==> config.mk <==
export PLATFORM = sky130hd
export DESIGN_NAME = gpio_port_ctrl
export DESIGN_NICKNAME = d
export VERILOG_FILES = /design/src/rtl/gpio_pkg.sv /design/src/rtl/gpio_regs.sv /design/src/rtl/gpio_pin_in.sv /design/src/rtl/gpio_port_ctrl.sv
export SDC_FILE = /design/constraint.sdc
export NUM_CORES = 1
export LEC_CHECK = 0
export CELL_PAD_IN_SITES_DETAIL_PLACEMENT = 1
export CELL_PAD_IN_SITES_GLOBAL_PLACEMENT = 2
export CORE_UTILIZATION = 35
export CTS_BUF_LIST = sky130_fd_sc_hd__clkbuf_8
export CTS_CLUSTER_SIZE = 14
export DETAILED_ROUTE_END_ITERATION = 8
export HOLD_SLACK_MARGIN = 0.05
export MAX_ROUTING_LAYER = met4
export PLACE_DENSITY_LB_ADDON = 0.1
export SYNTH_ARGS = -nofsm -noshare
export SYNTH_HDL_FRONTEND = slang
export SYNTH_SLANG_ARGS = --single-unit
==> constraint.sdc <==
create_clock -name clk -period 3.1 [get_ports clk]
set_input_delay 0.62 -clock clk [delete_from_list [all_inputs] [get_ports clk]]
set_output_delay 0.62 -clock clk [all_outputs]
set_load 0.01 [all_outputs]
==> src/rtl/gpio_pkg.sv <==
package gpio_pkg;

    localparam int ADDR_W   = 9;
    localparam int DATA_W   = 32;
    localparam int MAX_PINS = 8;

    localparam logic [4:0] OFS_CFG = 5'h00;
    localparam logic [4:0] OFS_DEB = 5'h04;
    localparam logic [4:0] OFS_IN  = 5'h08;
    localparam logic [4:0] OFS_FLT = 5'h0C;
    localparam logic [4:0] OFS_OUT = 5'h10;
    localparam logic [4:0] OFS_CLR = 5'h14;
    localparam logic [ADDR_W-1:0] STATUS_ADDR = 9'h104;

    typedef enum logic [1:0] {
        TRIG_NONE     = 2'd0,
        TRIG_LEVEL    = 2'd1,
        TRIG_ONE_EDGE = 2'd2,
        TRIG_TWO_EDGE = 2'd3
    } trig_e;

    typedef struct packed {
        logic  irq_en;
        logic  polarity;
        trig_e trig;
        logic  is_out;
        logic  enable;
    } pin_cfg_t;

    typedef enum logic [2:0] {
        SEL_NONE, SEL_CFG, SEL_DEB, SEL_IN, SEL_FLT, SEL_OUT, SEL_CLR, SEL_STAT
    } sel_e;

    typedef struct packed {
        sel_e       sel;
        logic [2:0] pin;
    } dec_t;

    function automatic dec_t decode(input logic [ADDR_W-1:0] a, input int npins);
        dec_t d;
        d.sel = SEL_NONE;
        d.pin = a[7:5];
        if (a == STATUS_ADDR) begin
            d.sel = SEL_STAT;
        end else if (!a[8] && (int'(a[7:5]) < npins)) begin
            case (a[4:0])
                OFS_CFG: d.sel = SEL_CFG;
                OFS_DEB: d.sel = SEL_DEB;
                OFS_IN:  d.sel = SEL_IN;
                OFS_FLT: d.sel = SEL_FLT;
                OFS_OUT: d.sel = SEL_OUT;
                OFS_CLR: d.sel = SEL_CLR;
                default: d.sel = SEL_NONE;
            endcase
        end
        return d;
    endfunction

    function automatic logic [DATA_W-1:0] cfg_to_word(input pin_cfg_t c);
        logic [DATA_W-1:0] w;
        w      = '0;
        w[0]   = c.enable;
        w[1]   = c.is_out;
        w[3:2] = c.trig;
        w[4]   = c.polarity;
        w[6]   = c.irq_en;
        return w;
    endfunction

    function automatic pin_cfg_t word_to_cfg(input logic [DATA_W-1:0] w);
        pin_cfg_t c;
        c.enable   = w[0];
        c.is_out   = w[1];
        c.trig     = trig_e'(w[3:2]);
        c.polarity = w[4];
        c.irq_en   = w[6];
        return c;
    endfunction

    // Event qualifier for one pin: level or edge of the filtered input.
    function automatic logic trig_hit(input pin_cfg_t c, input logic lvl, input logic prev);
        logic hit;
        hit = 1'b0;
        if (c.enable) begin
            case (c.trig)
                TRIG_LEVEL:    hit = (lvl == c.polarity);
                TRIG_ONE_EDGE: hit = c.polarity ? (lvl & ~prev) : (~lvl & prev);
                TRIG_TWO_EDGE: hit = lvl ^ prev;
                default:       hit = 1'b0;
            endcase
        end
        return hit;
    endfunction

endpackage

==> src/rtl/gpio_regs.sv <==
module gpio_regs
    import gpio_pkg::*;
#(
    parameter int NPINS = 8,
    parameter int DB_W  = 8
) (
    input  logic                       clk,
    input  logic                       rst,
    input  logic                       wr_en,
    input  logic [ADDR_W-1:0]          addr,
    input  logic [DATA_W-1:0]          wdata,
    output logic [DATA_W-1:0]          rdata,
    input  logic [NPINS-1:0]           level_i,
    input  logic [NPINS-1:0]           pend_i,
    output pin_cfg_t [NPINS-1:0]       cfg_o,
    output logic [NPINS-1:0][DB_W-1:0] thr_o,
    output logic [NPINS-1:0]           flt_o,
    output logic [NPINS-1:0]           oval_o,
    output logic [NPINS-1:0]           clr_o
);

    dec_t d;
    logic unused_ok;

    assign d         = decode(addr, NPINS);
    assign unused_ok = ^wdata[DATA_W-1:DB_W];

    always_ff @(posedge clk) begin
        if (rst) begin
            cfg_o  <= '0;
            thr_o  <= '0;
            flt_o  <= '0;
            oval_o <= '0;
        end else if (wr_en) begin
            case (d.sel)
                SEL_CFG: cfg_o[d.pin]  <= word_to_cfg(wdata);
                SEL_DEB: thr_o[d.pin]  <= wdata[DB_W-1:0];
                SEL_FLT: flt_o[d.pin]  <= wdata[0];
                SEL_OUT: oval_o[d.pin] <= wdata[0];
                default: ;
            endcase
        end
    end

    always_comb begin
        clr_o = '0;
        if (wr_en && (d.sel == SEL_CLR) && wdata[0]) begin
            clr_o[d.pin] = 1'b1;
        end
    end

    always_comb begin
        rdata = '0;
        case (d.sel)
            SEL_CFG:  rdata = cfg_to_word(cfg_o[d.pin]);
            SEL_DEB:  rdata[DB_W-1:0] = thr_o[d.pin];
            SEL_IN:   rdata[0] = level_i[d.pin];
            SEL_FLT:  rdata[0] = flt_o[d.pin];
            SEL_OUT:  rdata[0] = oval_o[d.pin];
            SEL_STAT: rdata[NPINS-1:0] = pend_i;
            default:  rdata = '0;
        endcase
    end

endmodule

==> src/rtl/gpio_pin_in.sv <==
module gpio_pin_in
    import gpio_pkg::*;
#(
    parameter int DB_W = 8
) (
    input  logic            clk,
    input  logic            rst,
    input  logic            pad_i,
    input  logic [DB_W-1:0] thr_i,
    input  pin_cfg_t        cfg_i,
    input  logic            clr_i,
    output logic            level_o,
    output logic            pend_o
);

    logic            sync1, sync2;
    logic            prev;
    logic [DB_W-1:0] cnt;
    logic            hit;

    assign hit = trig_hit(cfg_i, level_o, prev);

    always_ff @(posedge clk) begin
        if (rst) begin
            sync1   <= 1'b0;
            sync2   <= 1'b0;
            level_o <= 1'b0;
            prev    <= 1'b0;
            cnt     <= '0;
            pend_o  <= 1'b0;
        end else begin
            sync1 <= pad_i;
            sync2 <= sync1;
            prev  <= level_o;
            // Accept a new level once it has differed for thr_i+1 cycles.
            if (sync2 == level_o) begin
                cnt <= '0;
            end else if (cnt >= thr_i) begin
                level_o <= sync2;
                cnt     <= '0;
            end else begin
                cnt <= cnt + 1'b1;
            end
            // A new event outranks a clear in the same cycle.
            pend_o <= (pend_o & ~clr_i) | hit;
        end
    end

endmodule

==> src/rtl/gpio_port_ctrl.sv <==
module gpio_port_ctrl
    import gpio_pkg::*;
#(
    parameter int NPINS = 8,
    parameter int DB_W  = 8
) (
    input  logic              clk,
    input  logic              rst,
    input  logic              wr_en,
    input  logic [ADDR_W-1:0] addr,
    input  logic [DATA_W-1:0] wdata,
    output logic [DATA_W-1:0] rdata,
    input  logic [NPINS-1:0]  pad_in,
    output logic [NPINS-1:0]  pad_out,
    output logic [NPINS-1:0]  pad_oe,
    output logic              irq
);

    pin_cfg_t [NPINS-1:0]       cfg;
    logic [NPINS-1:0][DB_W-1:0] thr;
    logic [NPINS-1:0]           flt, oval, clr;
    logic [NPINS-1:0]           level_vec, pend_vec, en_vec, ie_vec;

    gpio_regs #(.NPINS(NPINS), .DB_W(DB_W)) regs_i (
        .clk     (clk),
        .rst     (rst),
        .wr_en   (wr_en),
        .addr    (addr),
        .wdata   (wdata),
        .rdata   (rdata),
        .level_i (level_vec),
        .pend_i  (pend_vec),
        .cfg_o   (cfg),
        .thr_o   (thr),
        .flt_o   (flt),
        .oval_o  (oval),
        .clr_o   (clr)
    );

    for (genvar g = 0; g < NPINS; g++) begin : g_pin
        gpio_pin_in #(.DB_W(DB_W)) pin_i (
            .clk     (clk),
            .rst     (rst),
            .pad_i   (pad_in[g]),
            .thr_i   (thr[g]),
            .cfg_i   (cfg[g]),
            .clr_i   (clr[g]),
            .level_o (level_vec[g]),
            .pend_o  (pend_vec[g])
        );
        assign en_vec[g] = cfg[g].enable;
        assign ie_vec[g] = cfg[g].irq_en;
        assign pad_oe[g] = cfg[g].enable & cfg[g].is_out & ~flt[g];
    end

    assign pad_out = oval;
    assign irq     = |(pend_vec & ie_vec);

endmodule

# Yosys cells after proc, flatten, opt, wreduce, memory -nomap -nowiden
# Index checks and enable logic that the tools add are counted.
[op_classes]
addsub = 8
n_mul = 0
div = 0
n_lt_le_gt_ge = 10
n_eq_ne = 53
shift = 0
mux = 50
n_bitwise = 97
reduce_logical = 25
[ops]
columns = ["operator", "count"]
rows = [
  ["adder 8 x 1 -> 8 bit (second input constant)", 8],
  ["bitwise mux 64 bit", 1],
  ["greater-or-equal comparator 8 bit", 8],
  ["bitwise mux 48 bit", 1],
  ["AND 1 bit", 40],
  ["NOT 1 bit", 40],
  ["equality test 2 bit (second input constant)", 16],
  ["binary-select mux 8 bit (select 3 bit)", 1],
  ["demux 8 bit (select 3 bit)", 1],
  ["two-way mux 8 bit", 3],
  ["one-hot mux 1 bit (3 select lines)", 8],
  ["AND reduction 2 bit", 12],
  ["OR reduction 3 bit", 8],
  ["one-hot mux 7 bit (3 select lines)", 1],
  ["two-way mux 1 bit", 20],
  ["binary-select mux 6 bit (select 3 bit)", 1],
  ["demux 6 bit (select 3 bit)", 1],
  ["one-hot mux 3 bit (6 select lines)", 1],
  ["bitwise mux 8 bit", 2],
  ["equality test 1 bit", 16],
  ["equality test 2 x 1 -> 1 bit (second input constant)", 8],
  ["equality test 3 bit (second input constant)", 4],
  ["two-way mux 6 bit", 2],
  ["equality test 5 x 4 -> 1 bit (second input constant)", 2],
  ["17 further kinds", 38],
]
[word_totals]
regBits = 232
latch_bits = 0
ram_bits = 0
rom_bits = 0
in_bits = 52
out_inout_bits = 49
elab_cells = 341
mem_count = 0

# Longest topological paths before layout
[depth]
depth_word = 11
mapped_depth = 9
mapped_depth_nobuf = 7

# By module
# Synthesis repeated with hierarchy kept, for this count alone.
[hier_totals]
hier_cells = 1376
area_unflattened_um2 = 12753.5
[by_module_without_submodules]
columns = ["mod", "instances", "cells_each", "area_per_inst_um2"]
rows = [
  ["gpio_regs", 1, 699, 6691.4],
  ["gpio_pin_in", 8, 82, 745.7],
  ["gpio_port_ctrl", 1, 21, 96.3],
]

# Least setup slack after synthesis
# No wires, ideal clock.
[synth_path]
path_type = "input-to-output"
from = "input port addr[5]"
to = "output port rdata[0]"
arrival_time_ps = 2104
path_slack_ps = 376
path_stages = 6
n_path_buf = 1
cell_sequence = "buf_2 and2b_1 a221o_1 a22oi_1 o211ai_1 or4_1"
[synth_via]
elab_chain_len = 4
elab_cells_between_ends = 19
classes_between = "eq/ne (7); mux (12)"
[synth_rtl]
columns = ["element", "line_no", "text"]
rows = [
  ["from (decl)", "gpio_port_ctrl.sv:10", "input logic [ADDR_W-1:0] addr,"],
  ["equality test 9 bit", "gpio_pkg.sv:43", "if (a == STATUS_ADDR) begin"],
  ["two-way mux 3 bit", "gpio_pkg.sv:43", ""],
  ["equality test 3 bit, or another cell as far along", "gpio_regs.sv:54", "case (d.sel)"],
  ["one-hot mux 1 bit (6 select lines) (*)", "gpio_regs.sv:54", ""],
  ["to (decl)", "gpio_port_ctrl.sv:12", "output logic [DATA_W-1:0] rdata,"],
]
# Every way passes the cells marked *; elsewhere a longest branch is shown, timed or not. The select of a mux whose other input is x is not followed.

# Worst setup path after layout
[layout_path]
from = "input port addr[6]"
to = "output port rdata[5]"
[layout_via]
elab_chain_len = 4
elab_cells_between_ends = 8
classes_between = "eq/ne (4); mux (4)"
[layout_rtl]
columns = ["element", "line_no"]
rows = [
  ["equality test 9 bit", "gpio_pkg.sv:43"],
  ["two-way mux 3 bit", "gpio_pkg.sv:43"],
  ["equality test 3 bit, or another cell as far along", "gpio_regs.sv:54"],
  ["one-hot mux 7 bit (3 select lines) (*)", "gpio_regs.sv:54"],
]
# Marked as above.

==> impl_metrics.csv <==
group,metric,value,unit
cells_and_area,multi_input_area,0.00719,sq mm
setup_path,crit_arrival,2.44,ns
cells_and_area,areaGrowthSynthToFinish,21.1,%
setup_path,reg2reg_slack,0.75,ns
logic_synthesis,synth.avg_cell_area,9.28,sq um
logic_synthesis,synth_ff_type,"dfxtp_1",
timing,setup_total_negative_slack,0,ns
floorplan,die_h,191,um
placed_design,io_buffer_count,52,
cells_and_area,seqCellArea,0.00465,sq mm
routing,drc,0,
floorplan,rows,68,
grt,grt_overflow_total,0,
floorplan,start_util,35.9,%
routing,wl_per_cell,20.6,um
setup_path,endpoint_kind,"primary output",
power,finalPower,0.00637,W
logic_synthesis,synth-seq-cells,232,
clock_tree,cts_hold_buf,0,
clock_tree,insertion_delay,0.61,ns
timing,slew_headroom,31.9,%
setup_path,crit_end,"rdata[5]",
cells_and_area,final_cell_mix,"226 x dfxtp_1, 154 x nor2_1, 124 x mux2i_1",
clock_tree,path_clk_slew,0.06,ns
routing,routed_wl,41.2,mm
routing,via_per_inst,5.10,
setup_path,path_cells,"buf_2 > buf_12 > nor3_2 > buf_4 > and4b_1 > buf_6 > buf_12 > buf_6 > nand2_1 > o21ai_2 > buf_4 > dlygate4sd2_1",
clock_tree,cts_tree,"done",
grt,grt_pass1_vias,10400,
cells_and_area,final_area,0.0152,sq mm
cells_and_area,post-route-util,43.5,%
power,p_leak,5.66,nW
cells_and_area,nets,1653,
timing,clock_skew,0.0193,ns
power,p_per_area,420,mW/mm^2
timing,finalHoldViolations,0,
clock_tree,root_buffer,"clkbuf_8",
logic_synthesis,synth_edf_count,0,
cells_and_area,final_common_cell,"dfxtp_1",
grt,grt_max_degree,47,
logic_synthesis,synth_cell_types,60,
routing,first_pass_iters,4,
cells_and_area,drive_gt1_share,18.9,%
timing,period_minus_slack,3.06,ns
floorplan,die_x,191,um
setup_path,cp.required,2.48,ns
floorplan,pin_count,101,
logic_synthesis,synthesis.area,0.0125,sq mm
grt,grt_usage,23.8,%
worst_hold_path,hold_path_class,"input pin to flip-flop",
worst_hold_path,hold_start,"rst",
clock_tree,htree_num_levels,2,
setup_path,max_stage_delay,0.26,ns
timing,finalCritPeriodShare,98.8,%
setup_path,critPathKind,"input pin to primary output",
logic_synthesis,synth-async-reset-ratio,0,%
grt,antenna_found_initial,1,
placed_design,place_congestion,0.913,
flow_run,drv_cap,0,
setup_path,cpMaxStageDelayCell,"and4b_1",
setup_path,critical_path.startpoint_type,"input pin",
routing,drtIter0Drc,476,
setup_path,crit-reg2reg-launch,"g_pin[3].pin_i.cnt[0]$_SDFF_PP0_",
logic_synthesis,synthCells,1349,
logic_synthesis,synth_area_leaders,"dfxtp_1 37%, mux2i_1 9.9%, ha_1 8.8%",
cells_and_area,fillers,4078,
clock_tree,cts.sinks,232,
routing,num_vias,10200,
timing,worst_pin_slew,1.02,ns
logic_synthesis,synth_top_area_cell,"dfxtp_1",
clock_tree,cts_buffer_depth,3,
logic_synthesis,synth_top_area_share,37.1,%
grt,grt_pass1_wl,63.5,mm
timing,maxSlewViolCount,0,
placed_design,dp_hpwl,30.9,mm
timing,clock.fmax,326,MHz
floorplan,dieArea,0.0365,sq mm
floorplan,core,0.0349,sq mm
power,ir_drop,0.300,mV
setup_path,path_max_fanout,8,
placed_design,placedInstanceArea,0.0142,sq mm
logic_synthesis,yosys_warnings,0,
outcome,status,"complete, no violations",
logic_synthesis,synth_seq_area_share,37.1,%
clock_tree,numCtsBuffers,44,
timing,setup_viol,0,
setup_path,timing.rr.end,"g_pin[3].pin_i.level_o$_SDFFE_PP0P_",
setup_path,rr_worst_depth,7,
routing,ant_nets,0,
setup_path,crit_start,"addr[6]",
layer usage:
| metal | global-route usage, % | part of all wire, % | vias to the layer above |
|---|---|---|---|
| met1 | 30.8 | 48 | 4977 |
| li1 | - | - | 4979 |
| met4 | 8.36 | 2.6 | 0 |
| met5 | - | 0 | - |
| met2 | 37.2 | 46 | 181 |
| met3 | 3.98 | 4.0 | 69 |
power breakdown:
part / total [W] / leakage, nW / internal (W) / switching [W]
Clock: 0.00291 / 0.502 / 0.00156 / 0.00136
Sequential: 0.00301 / 1.88 / 0.00300 / 0.0000131
Combinational: 0.000443 / 3.29 / 0.000172 / 0.000271
Total: 0.00637 / 5.66 / 0.00473 / 0.00164
logic make-up (layout without fill, tap and decap cells):
group | count (synthesis) | after routing | share of synthesized area, %
flip-flops | 232 | 232 | 37.1
adder cells (fa/ha/maj) | 88 | 88 | 8.79
XOR/XNOR | 64 | 64 | 4.48
AO/OA/AOI/OAI | 180 | 180 | 9.82
multiplexers | 168 | 168 | 14.9
buffers and inverters | 178 | 349 | 6.75
other | 1 | 27 | 0.0300
AND/OR/NAND/NOR | 438 | 438 | 18.2
cell type report:
class	count	area share, %
clock inverter	22	0.594
tap	455	3.75
inverter	92	2.28
sequential	232	30.7
timing repair buffer	181	10.3
clock buffer	54	4.90
multi-input combinational	962	47.4
antenna	3	0.0495
cell usage after synthesis, drive strengths merged (2+ instances only):
cell,number
nand3b,4
and3,9
o21ai,38
ha,88
a21o,20
o22ai,16
o211ai,11
mux2,33
or2,5
buf,59
o31ai,13
xnor2,22
dfxtp,232
nor4b,2
clkbuf,27
nor2,154
a2111oi,2
xor2,42
nand2,75
nand2b,24
a31oi,4
a211oi,7
nor4,10
o221ai,14
a21oi,35
o21a,3
a22oi,7
nand3,40
nor3,76
mux4,11
nand4,2
nor2b,33
inv,91
a22o,2
mux2i,124
a221o,2
critical path: cells and delay by family:
family                 cells  cell delay (ns)
and+or+nand+nor            3             0.53
buffers and inverters      8             1.20
AOI/OAI and AO/OA          1             0.08
what timing repair did:
item | CTS | global route
setup buffers | 10 | 5
pin swaps | 5 | 3
resized for setup | 52 | 16
setup endpoints to repair | 8 | 7
through the flow:
stage	worst slack (ns)	std cells	hold slack [ns]
floorplan	0.376	1372	0.414
global placement	-0.703	1907	0.417
detailed placement	-0.766	1907	0.429
CTS	0.000856	1993	0.362
global route	-0.0255	1999	0.402
finish	0.0366	2001	0.404
worst min-delay path by stage:
stage / to / slack, ns / depth (start not counted)
after global placement: g_pin[4].pin_i.sync2$_SDFF_PP0_ / 0.42 / 1
after global routing: g_pin[7].pin_i.sync1$_SDFF_PP0_ / 0.40 / 2
after floorplan: g_pin[0].pin_i.sync2$_SDFF_PP0_ / 0.41 / 1
final: regs_i.thr_o[19]$_SDFFE_PP0P_ / 0.40 / 2
after detailed placement: g_pin[7].pin_i.sync2$_SDFF_PP0_ / 0.43 / 1
after CTS: regs_i.thr_o[61]$_SDFFE_PP0P_ / 0.36 / 2
registers in the layout, summed over array words and instances (netlist names):
signal               cells
regs_i.oval_o            8
g_pin.pin_i.level_o      8
g_pin.pin_i.cnt         64
g_pin.pin_i.prev         8
regs_i.flt_o             8
g_pin.pin_i.sync1        8
g_pin.pin_i.sync2        8
regs_i.cfg_o            48
regs_i.thr_o            64
g_pin.pin_i.pend_o       8
Note: power is estimated with default switching activity, not from simulation.
